<file path="src/rtl/bcd_rtc_pkg.sv">
package bcd_rtc_pkg;

  localparam int SEL_W = 3;
  localparam logic [SEL_W-1:0] SEL_SEC  = 3'd0;
  localparam logic [SEL_W-1:0] SEL_MIN  = 3'd1;
  localparam logic [SEL_W-1:0] SEL_HOUR = 3'd2;
  localparam logic [SEL_W-1:0] SEL_DAY  = 3'd3;
  localparam logic [SEL_W-1:0] SEL_MON  = 3'd4;
  localparam logic [SEL_W-1:0] SEL_YLO  = 3'd5;
  localparam logic [SEL_W-1:0] SEL_YHI  = 3'd6;
  localparam logic [SEL_W-1:0] SEL_CTRL = 3'd7;

  typedef struct packed {
    logic [7:0] yhi;
    logic [7:0] ylo;
    logic [7:0] mon;
    logic [7:0] day;
    logic [7:0] hour;
    logic [7:0] min;
    logic [7:0] sec;
  } rtc_time_t;

  localparam rtc_time_t TIME_RESET = '{yhi: 8'h20, ylo: 8'h00, mon: 8'h01,
                                       day: 8'h01, hour: 8'h00, min: 8'h00,
                                       sec: 8'h00};

  // Add one to a two-digit BCD value; the caller handles the wrap.
  function automatic logic [7:0] bcd_inc(input logic [7:0] v);
    if (v[3:0] == 4'd9) return {v[7:4] + 4'd1, 4'd0};
    else                return {v[7:4], v[3:0] + 4'd1};
  endfunction

  function automatic logic [6:0] bcd_to_bin(input logic [7:0] v);
    return 7'(v[7:4]) * 7'd10 + 7'(v[3:0]);
  endfunction

  // Gregorian rule: lower pair 00 defers to the century pair.
  function automatic logic is_leap(input logic [7:0] ylo, input logic [7:0] yhi);
    logic [6:0] b;
    b = (ylo == 8'h00) ? bcd_to_bin(yhi) : bcd_to_bin(ylo);
    return (b[1:0] == 2'b00);
  endfunction

  function automatic logic [7:0] month_last_day(input logic [7:0] mon,
                                                input logic [7:0] ylo,
                                                input logic [7:0] yhi);
    case (mon)
      8'h02:                      return is_leap(ylo, yhi) ? 8'h29 : 8'h28;
      8'h04, 8'h06, 8'h09, 8'h11: return 8'h30;
      default:                    return 8'h31;
    endcase
  endfunction

  function automatic logic [7:0] time_byte(input rtc_time_t t,
                                           input logic [SEL_W-1:0] sel);
    case (sel)
      SEL_SEC:  return t.sec;
      SEL_MIN:  return t.min;
      SEL_HOUR: return t.hour;
      SEL_DAY:  return t.day;
      SEL_MON:  return t.mon;
      SEL_YLO:  return t.ylo;
      SEL_YHI:  return t.yhi;
      default:  return 8'h00;
    endcase
  endfunction

endpackage

</file>
<file path="src/rtl/bcd_rtc_prescaler.sv">
module bcd_rtc_prescaler #(
  parameter int PRESCALE = 32768
) (
  input  logic clk,
  input  logic rst_n,
  input  logic ref_pulse,
  input  logic run,
  input  logic restart,
  output logic sec_tick,
  output logic at_zero
);
  localparam int CW = (PRESCALE > 2) ? $clog2(PRESCALE) : 1;
  localparam logic [CW-1:0] LAST = CW'(PRESCALE - 1);

  logic [CW-1:0] cnt_q;
  logic          count_en;

  assign count_en = ref_pulse && run && !restart;
  assign sec_tick = count_en && (cnt_q == LAST);
  assign at_zero  = (cnt_q == '0);

  always_ff @(posedge clk) begin
    if (!rst_n || restart) cnt_q <= '0;
    else if (sec_tick)     cnt_q <= '0;
    else if (count_en)     cnt_q <= cnt_q + 1'b1;
  end
endmodule

</file>
<file path="src/rtl/bcd_rtc_calendar.sv">
module bcd_rtc_calendar
  import bcd_rtc_pkg::*;
(
  input  logic             clk,
  input  logic             rst_n,
  input  logic             sec_tick,
  input  logic             wr_en,
  input  logic [SEL_W-1:0] wr_sel,
  input  logic [7:0]       wr_data,
  output rtc_time_t        now
);
  rtc_time_t now_q, nxt;
  logic c_min, c_hour, c_day, c_mon, c_year;

  always_comb begin
    nxt    = now_q;
    c_min  = 1'b0;
    c_hour = 1'b0;
    c_day  = 1'b0;
    c_mon  = 1'b0;
    c_year = 1'b0;
    if (sec_tick) begin
      c_min   = (now_q.sec == 8'h59);
      nxt.sec = c_min ? 8'h00 : bcd_inc(now_q.sec);
      if (c_min) begin
        c_hour  = (now_q.min == 8'h59);
        nxt.min = c_hour ? 8'h00 : bcd_inc(now_q.min);
      end
      if (c_hour) begin
        c_day    = (now_q.hour == 8'h23);
        nxt.hour = c_day ? 8'h00 : bcd_inc(now_q.hour);
      end
      if (c_day) begin
        c_mon   = (now_q.day == month_last_day(now_q.mon, now_q.ylo, now_q.yhi));
        nxt.day = c_mon ? 8'h01 : bcd_inc(now_q.day);
      end
      if (c_mon) begin
        c_year  = (now_q.mon == 8'h12);
        nxt.mon = c_year ? 8'h01 : bcd_inc(now_q.mon);
      end
      if (c_year) begin
        nxt.ylo = (now_q.ylo == 8'h99) ? 8'h00 : bcd_inc(now_q.ylo);
        if (now_q.ylo == 8'h99)
          nxt.yhi = (now_q.yhi == 8'h99) ? 8'h00 : bcd_inc(now_q.yhi);
      end
    end
    if (wr_en) begin
      case (wr_sel)
        SEL_SEC:  nxt.sec  = wr_data;
        SEL_MIN:  nxt.min  = wr_data;
        SEL_HOUR: nxt.hour = wr_data;
        SEL_DAY:  nxt.day  = wr_data;
        SEL_MON:  nxt.mon  = wr_data;
        SEL_YLO:  nxt.ylo  = wr_data;
        SEL_YHI:  nxt.yhi  = wr_data;
        default:  ;
      endcase
    end
  end

  always_ff @(posedge clk) begin
    if (!rst_n) now_q <= TIME_RESET;
    else        now_q <= nxt;
  end

  assign now = now_q;
endmodule

</file>
<file path="src/rtl/bcd_rtc_snapshot.sv">
module bcd_rtc_snapshot
  import bcd_rtc_pkg::*;
(
  input  logic      clk,
  input  logic      rst_n,
  input  logic      hold,
  input  rtc_time_t live,
  output rtc_time_t shadow,
  output rtc_time_t view
);
  rtc_time_t shadow_q;

  always_ff @(posedge clk) begin
    if (!rst_n)     shadow_q <= TIME_RESET;
    else if (!hold) shadow_q <= live;
  end

  assign shadow = shadow_q;
  assign view   = hold ? shadow_q : live;
endmodule

</file>
<file path="src/rtl/bcd_rtc.sv">
module bcd_rtc
  import bcd_rtc_pkg::*;
#(
  parameter int PRESCALE = 32768
) (
  input  logic       clk,
  input  logic       rst_n,
  input  logic       ref_pulse,
  input  logic [2:0] reg_sel,
  input  logic       wr_en,
  input  logic [7:0] wr_data,
  output logic [7:0] rd_data
);
  logic      run_q, hold_q;
  logic      time_wr, ctrl_wr;
  logic      sec_tick, presc_at_zero;
  rtc_time_t live, shadow, view;

  assign ctrl_wr = wr_en && (reg_sel == SEL_CTRL);
  assign time_wr = wr_en && (reg_sel != SEL_CTRL);

  always_ff @(posedge clk) begin
    if (!rst_n) begin
      run_q  <= 1'b0;
      hold_q <= 1'b0;
    end else if (ctrl_wr) begin
      run_q  <= wr_data[0];
      hold_q <= wr_data[1];
    end
  end

  bcd_rtc_prescaler #(.PRESCALE(PRESCALE)) presc_i (
    .clk      (clk),
    .rst_n    (rst_n),
    .ref_pulse(ref_pulse),
    .run      (run_q),
    .restart  (time_wr),
    .sec_tick (sec_tick),
    .at_zero  (presc_at_zero)
  );

  bcd_rtc_calendar cal_i (
    .clk     (clk),
    .rst_n   (rst_n),
    .sec_tick(sec_tick),
    .wr_en   (time_wr),
    .wr_sel  (reg_sel),
    .wr_data (wr_data),
    .now     (live)
  );

  bcd_rtc_snapshot snap_i (
    .clk   (clk),
    .rst_n (rst_n),
    .hold  (hold_q),
    .live  (live),
    .shadow(shadow),
    .view  (view)
  );

  always_comb begin
    if (reg_sel == SEL_CTRL) rd_data = {6'd0, hold_q, run_q};
    else                     rd_data = time_byte(view, reg_sel);
  end
endmodule

</file>
<file path="config.mk">
export PLATFORM = sky130hd
export DESIGN_NAME = bcd_rtc
export DESIGN_NICKNAME = d
export VERILOG_FILES = /design/src/rtl/bcd_rtc_pkg.sv /design/src/rtl/bcd_rtc_prescaler.sv /design/src/rtl/bcd_rtc_calendar.sv /design/src/rtl/bcd_rtc_snapshot.sv /design/src/rtl/bcd_rtc.sv
export SDC_FILE = /design/constraint.sdc
export NUM_CORES = 1
export LEC_CHECK = 0
export ABC_AREA = 0
export BUFFER_PORTS_ARGS = -buffer_cell sky130_fd_sc_hd__buf_2
export CAP_MARGIN = 20
export CORE_MARGIN = 5
export CORE_UTILIZATION = 53
export DETAILED_ROUTE_END_ITERATION = 6
export PLACE_DENSITY = 0.73
export SLEW_MARGIN = 15
export SYNTH_ARGS = -nofsm -noshare
export SYNTH_HDL_FRONTEND = slang
export SYNTH_SLANG_ARGS = --single-unit
</file>
<file path="constraint.sdc">
create_clock -name clk -period 3 [get_ports clk]
set_input_delay 0.45 -clock clk [delete_from_list [all_inputs] [get_ports clk]]
set_output_delay 0.45 -clock clk [all_outputs]
set_load 0.03 [all_outputs]
</file>
==> impl_metrics.yaml <==
grt:
  grt_overflow: 0
  antenna_found_initial: 0
  grt_usage_pct: 27.10
  grt_pass1_wl_mm: 34.38
  grt_max_degree: 42
  grt_pass1_vias: 6409
placed_design:
  placed_cells: 1022
  place_area_um2: 7412
  dp_hpwl_mm: 15.14
  io_buffers: 22
  place.gp.congestion: 0.9602
setup_path:
  reg2regPathDepth: 8
  r2r_start: "cal_i.now[36]"
  endpoint_kind: "output pin"
  crit_path_start_kind: "register"
  critPathKind: "reg -> out"
  reg2reg_slack_ps: 100
  crit_start: "hold_q"
  cp_max_fo: 21
  required_ps: 2550
  crit_arrival_ps: 2470
  rr_endpoint: "cal_i.now[38]"
clocking:
  cts_hold_buf: 0
  htreeDepth: 4
  clk-insertion-delay-late_ps: 430
  cts_made_buffers: 17
  clk_pin_slew_ps: 60
  cts.path.max_buffers: 2
  cts.root.buffer_cell: "clkbuf_16"
  cts_tree: "built"
  clock_sinks: 129
synth:
  synth_area_leaders: "dfxtp_1 36%, mux2i_1 9.0%, nor2_1 6.9%"
  synth_xor_area_share_pct: 2.457
  avgSynthCellArea_um2: 8.298
  synth_seq_area_share_pct: 36.23
  synth_most_common_cell: "nor2_1"
  yosys_warnings: 0
  synth_top_cell_area_share_pct: 36.23
  synth_cells: 859
  synth-edff-count: 0
  syn-num-nets: 903
  synth_top_area_cell: "dfxtp_1"
  synthTopCellsByCount: "131 x nor2_1, 129 x dfxtp_1, 64 x mux2i_1"
  synth_top_family_by_area: "simple AND/OR/NAND/NOR gates"
  ys.flop_type: "dfxtp_1"
  yosys.area_share.simple_pct: 25.40
  ys_seq_elements: 129
  synthAdderAreaFrac_pct: 5.090
  ys_async_sr_fraction_pct: 0
  synth_cell_type_count: 64
  syn_area_um2: 7128
  synth_mux_area_share_pct: 9.303
  synth_compound_area_share_pct: 16.78
die:
  dieArea_um2: 15870
  die_h_um: 126.0
  die_w_um: 126.0
  initial_core_util_pct: 54.04
  num_rows: 42
  coreArea_um2: 13190
  ios: 23
sta:
  slew_viol_final: 0
  setup_viol: 0
  clock_skew_ps: 10.10
  hold_viol_final: 0
  max_slew_margin_pct: 59.69
  clock.fmax_ghz: 0.3424
  tightest_slew_ps: 600.1
  min_period_ps: 2921
  finalCritPeriodShare_pct: 97.36
layout:
  drive_above_1_share_pct: 11.80
  nets: 912
  fin_area_um2: 8087
  stdcell_count: 1057
  fin_util_pct: 61.31
  n_antenna_cell: 0
  syn2layout_area_growth_pct: 13.45
route:
  wire_per_inst_um: 20.25
  via_count: 6746
  wl_mm: 21.40
  viasPerCell: 6.382
  drtIter0Drc: 694
  final_antenna_net_count: 0
  route.detailed.drc: 0
  first_pass_iters: 7
power_and_ir_drop:
  vdd_drop_max_uv: 394.5
  power_mw: 4.360
  leakagePower_nw: 2.886
  power_density_nw_per_um2: 539.1
hold_path:
  min_from: "wr_en"
  whs_endpoint: "hold_q"
  min_path_cells: 3
  min_path_type: "in -> reg"
run:
  drv_cap: 0
run_status:
  status: "completed"
-- worst max-delay path by stage --
stage / end / depth (start not counted)
2_1_floorplan: rd_data[3] / 6
3_3_place_gp: cal_i.now[35] / 8
3_5_place_dp: cal_i.now[49] / 8
4_1_cts: rd_data[0] / 6
5_1_grt: cal_i.now[38] / 8
6_report: rd_data[2] / 5
-- through the flow --
stage	hold WS (ps)	setup WS, ps	setup TNS [ps]
after floorplan	443.1	281.5	0
after global placement	458.7	222.9	0
after detailed placement	469.9	145.2	0
after CTS	347.6	53.21	0
after global routing	383.9	-9.747	-9.747
final	365.9	79.32	0
-- power by group --
group	switching [mW]	internal, mW
sequential	0.0553	1.76
clock	0.799	1.41
combinational	0.227	0.114
total	1.08	3.28
-- layout make-up --
type	count	area [um2]
Fill cell	1135	5104
Multi-Input combinational cell	647	4230
Sequential cell	129	2586
Clock buffer	18	439.2
Timing Repair Buffer	47	326.6
Tap cell	176	220.2
Clock inverter	14	186.4
Inverter	26	97.59
-- per-layer routing --
metal  GRT usage [%]  vias to the layer above  wire length (um)
li1                -                     3156                 -
met1           35.03                     3257              8982
met2           43.91                      267             10120
met3           5.758                       66              1563
met4           11.55                        0               738
met5               0                        -                 0
-- registers in the layout, summed over array words and instances (netlist names) --
signal,count
hold_q,1
cal_i.now,56
snap_i.shadow,56
run_q,1
presc_i.cnt_q,15
-- critical path, stage by stage, from the launching register on --
cell and delay, ps:
dfxtp_4 590, buf_12 250, mux2i_1 260, o22ai_1 160
or4_1 560, buf_2 210
-- kinds of logic after synthesis --
family | count (synthesis)
xor gates and xnor gates | 20
muxes | 66
and+or+nand+nor | 349
DFF | 129
adders and majority gates | 29
AOI/OAI and AO/OA | 183
buffers and inverters | 83
-- placed cells by master, fill, tap and decap left out, types with 10 or more instances in the layout --
| cell | n |
|---|---|
| dfxtp_1 | 128 |
| xnor2_1 | 11 |
| mux2i_1 | 64 |
| a311oi_1 | 13 |
| nor4_1 | 10 |
| nand3_1 | 35 |
| clkbuf_16 | 17 |
| inv_1 | 25 |
| nor2_1 | 131 |
| a21oi_1 | 20 |
| nand2_1 | 50 |
| buf_2 | 22 |
| or4_1 | 17 |
| a31oi_1 | 22 |
| or3_1 | 12 |
| buf_4 | 22 |
| o21ai_0 | 50 |
| ha_1 | 28 |
| o22ai_1 | 29 |
-- timing repair --
item | in CTS | in global routing
setup buffers | 0 | 2
endpoints found under the setup margin | 0 | 10
resized for setup | 0 | 6
No activity file was read; power rests on OpenSTA's default activity.
